`config.mk`:
```
export PLATFORM = sky130hd
export DESIGN_NAME = dmaseq_top
export DESIGN_NICKNAME = d
export VERILOG_FILES = /design/src/rtl/dmaseq_pkg.sv /design/src/rtl/dmaseq_ctrl.sv /design/src/rtl/dmaseq_dp.sv /design/src/rtl/dmaseq_top.sv
export SDC_FILE = /design/constraint.sdc
export NUM_CORES = 1
export LEC_CHECK = 0
export BUFFER_PORTS_ARGS = -buffer_cell sky130_fd_sc_hd__clkbuf_2
export CAP_MARGIN = 30
export CORE_ASPECT_RATIO = 1.1
export CORE_MARGIN = 4
export CORE_UTILIZATION = 57
export CTS_CLUSTER_SIZE = 8
export DETAILED_ROUTE_END_ITERATION = 8
export PLACE_DENSITY_LB_ADDON = 0.08
export SETUP_SLACK_MARGIN = 0.15
export SYNTH_ARGS = -nofsm -noshare
export SYNTH_HDL_FRONTEND = slang
export SYNTH_HIERARCHICAL = 1
export SYNTH_SLANG_ARGS = --single-unit
```
`constraint.sdc`:
```
create_clock -name clk -period 4.5 [get_ports clk]
set_input_delay 1.125 -clock clk [delete_from_list [all_inputs] [get_ports clk]]
set_output_delay 1.125 -clock clk [all_outputs]
set_load 0.01 [all_outputs]
```
`src/rtl/dmaseq_pkg.sv`:
```
package dmaseq_pkg;
  typedef enum logic [1:0] {
    ST_IDLE,
    ST_FETCH,
    ST_XFER,
    ST_END
  } seqState_t;

  // Strobes from control to datapath
  typedef struct packed {
    logic       clrStatus;
    logic       loadWord;
    logic [2:0] wordIdx;
    logic       xferStep;
    logic       setDone;
    logic       setRemErr;
    logic       setFetchErr;
    logic       raiseIrq;
    logic       loadNext;
  } dpStrobe_t;

  localparam int PKT_WORDS = 5;
  localparam int CW_NARROW = 8;
  localparam int CW_LOCINC = 10;
  localparam int CW_REMINC = 11;
  localparam int CW_PKTIRQ = 15;
endpackage

```
`src/rtl/dmaseq_ctrl.sv`:
```
module dmaseq_ctrl
  import dmaseq_pkg::*;
(
  input  logic      clk,
  input  logic      rstN,
  input  logic      startPulse,
  input  logic      startChain,
  input  logic      chainMode,
  input  logic      haltAtEnd,
  input  logic      countZero,
  input  logic      lastChunk,
  input  logic      listEnd,
  input  logic      pktIrqEn,
  input  logic      memAck,
  input  logic      memErr,
  input  logic      moverDone,
  input  logic      moverErr,
  output logic      busy,
  output logic      memReq,
  output logic      moverReq,
  output dpStrobe_t strobe
);
  localparam logic [2:0] LAST_IDX = 3'(PKT_WORDS - 1);

  seqState_t state, nState;
  logic [2:0] idx, nIdx;

  always_ff @(posedge clk) begin
    if (!rstN) begin
      state <= ST_IDLE;
      idx   <= '0;
    end else begin
      state <= nState;
      idx   <= nIdx;
    end
  end

  always_comb begin
    strobe         = '0;
    strobe.wordIdx = idx;
    nState         = state;
    nIdx           = idx;
    unique case (state)
      ST_IDLE: if (startPulse) begin
        strobe.clrStatus = 1'b1;
        nIdx = '0;
        if (startChain)     nState = ST_FETCH;
        else if (countZero) nState = ST_END;
        else                nState = ST_XFER;
      end
      ST_FETCH: begin
        if (memErr) begin
          strobe.setFetchErr = 1'b1;
          strobe.raiseIrq    = 1'b1;
          nState = ST_IDLE;
        end else if (memAck) begin
          strobe.loadWord = 1'b1;
          if (idx == LAST_IDX) nState = countZero ? ST_END : ST_XFER;
          else                 nIdx = idx + 3'd1;
        end
      end
      ST_XFER: begin
        if (moverErr) begin
          strobe.setRemErr = 1'b1;
          strobe.raiseIrq  = 1'b1;
          nState = ST_IDLE;
        end else if (moverDone) begin
          strobe.xferStep = 1'b1;
          if (lastChunk) nState = ST_END;
        end
      end
      ST_END: begin
        if (!chainMode || listEnd || haltAtEnd) begin
          strobe.setDone  = 1'b1;
          strobe.raiseIrq = 1'b1;
          nState = ST_IDLE;
        end else begin
          strobe.raiseIrq = pktIrqEn;
          strobe.loadNext = 1'b1;
          nIdx = '0;
          nState = ST_FETCH;
        end
      end
      default: nState = ST_IDLE;
    endcase
  end

  assign busy     = (state != ST_IDLE);
  assign memReq   = (state == ST_FETCH);
  assign moverReq = (state == ST_XFER);
endmodule

```
`src/rtl/dmaseq_dp.sv`:
```
module dmaseq_dp
  import dmaseq_pkg::*;
#(
  parameter int ADDR_W       = 32,
  parameter int CHUNK_BYTES  = 4,
  parameter int NARROW_BYTES = 2,
  parameter int ICNT_W       = 4,
  localparam int LEN_W       = $clog2(CHUNK_BYTES + 1)
) (
  input  logic              clk,
  input  logic              rstN,
  input  logic              swWr,
  input  logic [2:0]        regAddr,
  input  logic [ADDR_W-1:0] regWrData,
  output logic [ADDR_W-1:0] regRdData,
  input  dpStrobe_t         strobe,
  input  logic [ADDR_W-1:0] memData,
  output logic [ADDR_W-1:0] memAddr,
  output logic [ADDR_W-1:0] moverLocAddr,
  output logic [ADDR_W-1:0] moverRemAddr,
  output logic [LEN_W-1:0]  moverLen,
  output logic [15:0]       moverCtrl,
  output logic              irq,
  output logic [ICNT_W-1:0] irqCount,
  output logic              doneFlag,
  output logic              remErrFlag,
  output logic              fetchErrFlag,
  output logic              chainMode,
  output logic              haltAtEnd,
  output logic              countZero,
  output logic              lastChunk,
  output logic              listEnd,
  output logic              pktIrqEn
);
  logic [15:0]       ctrlWord;
  logic [ADDR_W-1:0] locAddr, remAddr, byteCount, tableAddr, nextPtr;
  logic [LEN_W-1:0]  chunk;
  logic [ADDR_W-1:0] step;

  assign chunk     = ctrlWord[CW_NARROW] ? LEN_W'(NARROW_BYTES) : LEN_W'(CHUNK_BYTES);
  assign lastChunk = byteCount <= ADDR_W'(chunk);
  assign moverLen  = lastChunk ? byteCount[LEN_W-1:0] : chunk;
  assign step      = ADDR_W'(moverLen);
  assign countZero = (byteCount == '0);
  assign listEnd   = |nextPtr[1:0];
  assign pktIrqEn  = ctrlWord[CW_PKTIRQ];
  assign memAddr   = tableAddr + ADDR_W'({strobe.wordIdx, 2'b00});

  assign moverLocAddr = locAddr;
  assign moverRemAddr = remAddr;
  assign moverCtrl    = ctrlWord;

  always_ff @(posedge clk) begin
    if (!rstN) begin
      ctrlWord <= '0;  locAddr <= '0;  remAddr <= '0;
      byteCount <= '0; tableAddr <= '0; nextPtr <= '0;
      chainMode <= 1'b0; haltAtEnd <= 1'b0;
      doneFlag <= 1'b0; remErrFlag <= 1'b0; fetchErrFlag <= 1'b0;
      irqCount <= '0; irq <= 1'b0;
    end else begin
      irq <= strobe.raiseIrq;
      if (swWr) begin
        unique case (regAddr)
          3'd0: begin chainMode <= regWrData[1]; haltAtEnd <= regWrData[2]; end
          3'd1: ctrlWord  <= regWrData[15:0];
          3'd2: locAddr   <= regWrData;
          3'd3: remAddr   <= regWrData;
          3'd4: byteCount <= regWrData;
          3'd5: tableAddr <= regWrData;
          default: ;
        endcase
      end
      if (strobe.loadWord) begin
        unique case (strobe.wordIdx)
          3'd0: ctrlWord  <= memData[15:0];
          3'd1: locAddr   <= memData;
          3'd2: remAddr   <= memData;
          3'd3: byteCount <= memData;
          default: nextPtr <= memData;
        endcase
      end
      if (strobe.xferStep) begin
        byteCount <= byteCount - step;
        if (ctrlWord[CW_LOCINC]) locAddr <= locAddr + step;
        if (ctrlWord[CW_REMINC]) remAddr <= remAddr + step;
      end
      if (strobe.loadNext) tableAddr <= nextPtr;
      if (strobe.clrStatus) begin
        doneFlag <= 1'b0; remErrFlag <= 1'b0; fetchErrFlag <= 1'b0;
        irqCount <= '0;
      end else if (strobe.raiseIrq) begin
        irqCount <= irqCount + 1'b1;
      end
      if (strobe.setDone)     doneFlag     <= 1'b1;
      if (strobe.setRemErr)   remErrFlag   <= 1'b1;
      if (strobe.setFetchErr) fetchErrFlag <= 1'b1;
    end
  end

  always_comb begin
    unique case (regAddr)
      3'd0: regRdData = ADDR_W'({haltAtEnd, chainMode, 1'b0});
      3'd1: regRdData = ADDR_W'(ctrlWord);
      3'd2: regRdData = locAddr;
      3'd3: regRdData = remAddr;
      3'd4: regRdData = byteCount;
      3'd5: regRdData = tableAddr;
      3'd6: regRdData = ADDR_W'({irqCount, 1'b0, fetchErrFlag, remErrFlag, doneFlag});
      default: regRdData = '0;
    endcase
  end
endmodule

```
`src/rtl/dmaseq_top.sv`:
```
module dmaseq_top
  import dmaseq_pkg::*;
#(
  parameter int ADDR_W       = 32,
  parameter int CHUNK_BYTES  = 4,
  parameter int NARROW_BYTES = 2,
  parameter int ICNT_W       = 4,
  localparam int LEN_W       = $clog2(CHUNK_BYTES + 1)
) (
  input  logic              clk,
  input  logic              rstN,
  input  logic              regWrEn,
  input  logic [2:0]        regAddr,
  input  logic [ADDR_W-1:0] regWrData,
  output logic [ADDR_W-1:0] regRdData,
  output logic              memReq,
  output logic [ADDR_W-1:0] memAddr,
  input  logic              memAck,
  input  logic              memErr,
  input  logic [ADDR_W-1:0] memData,
  output logic              moverReq,
  output logic [ADDR_W-1:0] moverLocAddr,
  output logic [ADDR_W-1:0] moverRemAddr,
  output logic [LEN_W-1:0]  moverLen,
  output logic [15:0]       moverCtrl,
  input  logic              moverDone,
  input  logic              moverErr,
  output logic              busy,
  output logic              irq,
  output logic [ICNT_W-1:0] irqCount,
  output logic              doneFlag,
  output logic              remErrFlag,
  output logic              fetchErrFlag
);
  dpStrobe_t strobe;
  logic chainMode, haltAtEnd, countZero, lastChunk, listEnd, pktIrqEn;
  logic swWr, startPulse;

  assign swWr       = regWrEn && !busy;
  assign startPulse = swWr && (regAddr == 3'd0) && regWrData[0];

  dmaseq_ctrl u_ctrl (
    .clk(clk), .rstN(rstN), .startPulse(startPulse), .startChain(regWrData[1]),
    .chainMode(chainMode), .haltAtEnd(haltAtEnd), .countZero(countZero),
    .lastChunk(lastChunk), .listEnd(listEnd), .pktIrqEn(pktIrqEn),
    .memAck(memAck), .memErr(memErr), .moverDone(moverDone), .moverErr(moverErr),
    .busy(busy), .memReq(memReq), .moverReq(moverReq), .strobe(strobe)
  );

  dmaseq_dp #(
    .ADDR_W(ADDR_W), .CHUNK_BYTES(CHUNK_BYTES),
    .NARROW_BYTES(NARROW_BYTES), .ICNT_W(ICNT_W)
  ) u_dp (
    .clk(clk), .rstN(rstN), .swWr(swWr), .regAddr(regAddr), .regWrData(regWrData),
    .regRdData(regRdData), .strobe(strobe), .memData(memData), .memAddr(memAddr),
    .moverLocAddr(moverLocAddr), .moverRemAddr(moverRemAddr), .moverLen(moverLen),
    .moverCtrl(moverCtrl), .irq(irq), .irqCount(irqCount), .doneFlag(doneFlag),
    .remErrFlag(remErrFlag), .fetchErrFlag(fetchErrFlag), .chainMode(chainMode),
    .haltAtEnd(haltAtEnd), .countZero(countZero), .lastChunk(lastChunk),
    .listEnd(listEnd), .pktIrqEn(pktIrqEn)
  );
endmodule

```
==> impl_metrics.tcl <==
set metrics [dict create \
    grt_pass1_wl_um 78270 \
    hold_class "reg2reg" \
    cts_buffers 17 \
    slowest_stage "or4_1" \
    cts_root_buf "clkbuf_16" \
    async_flop_share_pct 0 \
    dp_worst_setup_slack_ps 117.4 \
    io_pins 232 \
    grt_usage_pct 39.17 \
    viasPerCell 6.619 \
    tightest_slew_ps 1042 \
    path_cells "or4_1, or2_2, nor3_1, and4_1, mux2_2, fa_1, a21oi_1, nor4_4, buf_4, buf_4, nand4_1, xor2_1, a21oi_1" \
    dr_total_vias 14130 \
    fin_tns_setup_ps 0 \
    drive_above_1_share_pct 19.67 \
    fin_crit_ps 4282 \
    end_kind "flip-flop" \
    netlist_top_cells_count "dfxtp_1, nand2_1, nor2_1" \
    r2r-end "u_dp/moverRemAddr[20]$_SDFF_PN0_" \
    utilization_pct 67.80 \
    fin_ws_ps 218.4 \
    syn_avg_cell_area_sq_um 7.842 \
    clock_sinks 191 \
    min_to "u_dp/nextPtr[9]$_SDFFE_PN0P_" \
    ys.flop_type "dfxtp_1" \
    fillers 1997 \
    powerDensity_mw_per_mm2 273.2 \
    synth_cell_types 77 \
    synthCells 1656 \
    tritoncts "built" \
    grt_max_degree 88 \
    worstPathArrival_ps 4590 \
    grt_pass1_vias 13130 \
    wl_per_cell_um 24.51 \
    ctsHoldBuffers 0 \
    synth_most_common_cell "dfxtp_1" \
    drt-initial-drc-count 1682 \
    first_pass_iters 6 \
    fp-row-count 57 \
    layout.nets 1923 \
    die-area_sq_mm 0.02526 \
    synth_top_area_share_pct 29.44 \
    yosysTopAreaCell "dfxtp_1" \
    register_area_sq_mm 0.003824 \
    hp-start "u_dp/nextPtr[9]$_SDFFE_PN0P_" \
    worstSetupStartpointType "flip-flop" \
    die_h_um 166.3 \
    slew_headroom_pct 30.26 \
    fmaxAchievable_mhz 233.6 \
    slowest_delay_ps 590 \
    whs_ps 459.5 \
    drv_cap 0 \
    status "finished clean" \
    total_power_mw 4.121 \
    cts_buffer_depth 2 \
    period_share_pct 95.15 \
    r2r-start "u_dp/byteCount[28]$_SDFF_PN0_" \
    cts_max_level 4 \
    multiInputGateArea_sq_mm 0.008637 \
    rr_worst_depth 13 \
    core_region_area_sq_mm 0.02225 \
    routed_wirelength_um 52340 \
    final.setup_skew_ps 12.42 \
    syn-num-nets 1750 \
    ys_seq_area_share_pct 29.44 \
    insertion_delay_ps 440 \
    drcViolationCount 0 \
    areaGrowthSynthToFinish_pct 16.17 \
    synth_area_sq_mm 0.01299 \
    yosysWarnings 6 \
    ant_nets 0 \
    power.leakage_nw 6.155 \
    die_w_um 151.9 \
    slew_viol_final 0 \
    gp_congestion 1.021 \
    required_ps 4810 \
    num_antenna_cells 0 \
    clk_pin_slew_ps 70 \
    synth_edf_count 0 \
    place_hpwl_um 38180 \
    rrSetupSlack_ps 220 \
    start_util_pct 58.36 \
    antenna_found_initial 0 \
    ys_ff_latch 191 \
    hold_viol_final 0 \
    ir_drop_mv 0.2864 \
    overflow 0 \
    setup_viol 0 \
    cp_max_fo 7 \
    hold_depth 2 \
    numPortBuffers 231 \
    setup.worst_path.class "reg2reg" \
    rsz0062_at_grt "true" \
    synthTopCellsByArea "dfxtp_1, mux2i_1, a21oi_1" \
]
## critical path: cells and delay by family (launching register included)
kind | cells | cell delay [ps]
simple gates | 6 | 1850
compound gates | 2 | 490
mux | 1 | 460
fa+ha+maj | 1 | 460
flops | 1 | 370
buf+inv | 2 | 350
xor+xnor | 1 | 160
## where the power goes
| group | internal [mW] | switching [mW] | total, mW |
|---|---|---|---|
| registers | 1.73 | 0.0771 | 1.81 |
| clock network | 0.776 | 0.741 | 1.52 |
| logic | 0.313 | 0.484 | 0.797 |
## routing by layer
layer / vias up / part of all wire, % / GRT usage, %
li1: 6355 / - / -
met1: 6569 / 37 / 46.96
met2: 966 / 45 / 63.28
met3: 242 / 9.3 / 7.897
met4: 0 / 8.0 / 26.51
met5: - / 0 / 0
## state kept, by name, indices dropped and copies added (netlist names), 3 cells and up
register	cells
u_ctrl/idx	3
u_dp/moverLocAddr	32
u_dp/moverCtrl	16
u_dp/moverRemAddr	32
u_dp/nextPtr	32
u_dp/tableAddr	32
u_dp/irqCount	4
u_dp/byteCount	32
## cells by family after synthesis
logic type,after synthesis,share of synthesized area (%)
and+or+nand+nor,569,21.08
AOI/OAI and AO/OA,439,21.51
DFF,191,29.44
muxes,175,13.65
buffers and inverters,152,4.769
xor gates and xnor gates,109,7.351
adders and majority gates,20,2.158
other,1,0.02888
## area by class of cell
cell class,count,share of cell area [%]
clock buffers,18,2.845
clock inverters,12,0.8460
inverters,19,0.4810
multi-input cells,1313,57.25
flip-flops and latches,191,25.35
well taps,295,2.447
repair buffers,287,10.78
## worst max-delay path by stage
stage                                              from                               end
final                     u_dp/byteCount[28]$_SDFF_PN0_  u_dp/moverRemAddr[20]$_SDFF_PN0_
after global routing      u_dp/byteCount[28]$_SDFF_PN0_  u_dp/moverRemAddr[30]$_SDFF_PN0_
after CTS                 u_dp/byteCount[28]$_SDFF_PN0_     u_dp/byteCount[29]$_SDFF_PN0_
after detailed placement  u_dp/byteCount[28]$_SDFF_PN0_  u_dp/moverRemAddr[28]$_SDFF_PN0_
after global placement    u_dp/byteCount[28]$_SDFF_PN0_  u_dp/moverRemAddr[28]$_SDFF_PN0_
after floorplan                              regAddr[0]                      regRdData[2]
## what timing repair did
item	in CTS	in global routing
setup endpoints to repair	1	5
endpoints found under the hold margin	0	0
resized for setup	1	2
pin swaps	0	1
setup buffers	0	2
## through the flow
step	cells	instance area, sq um
6_report	2135	15090
5_1_grt	2135	15090
4_1_cts	2133	15060
3_5_place_dp	2103	14490
3_3_place_gp	2103	14490
2_1_floorplan	1656	12990
## cell usage in the layout (no fill, tap or decap), types with 5 or more instances in the layout
cell / count
xnor2_1: 62
dfxtp_1: 191
mux2i_1: 167
and4_1: 7
xor2_1: 47
o211a_1: 7
inv_1: 18
a22oi_1: 34
o21ai_0: 67
a21oi_1: 158
o21a_1: 5
clkbuf_16: 17
nand2b_1: 5
a221oi_1: 8
and3_1: 10
nand3_1: 39
inv_6: 5
or4_1: 6
nor3_1: 22
o211ai_1: 8
o311ai_0: 13
ha_1: 16
a31oi_1: 6
nor2_1: 175
o22ai_1: 13
nor2b_1: 12
nand4_1: 40
and2_1: 12
a211oi_1: 86
clkbuf_2: 231
mux2_2: 7
or3_1: 7
a21o_1: 6
nand2_1: 177
nor4_1: 16
buf_4: 52
Power figures use the tool's default switching activity.
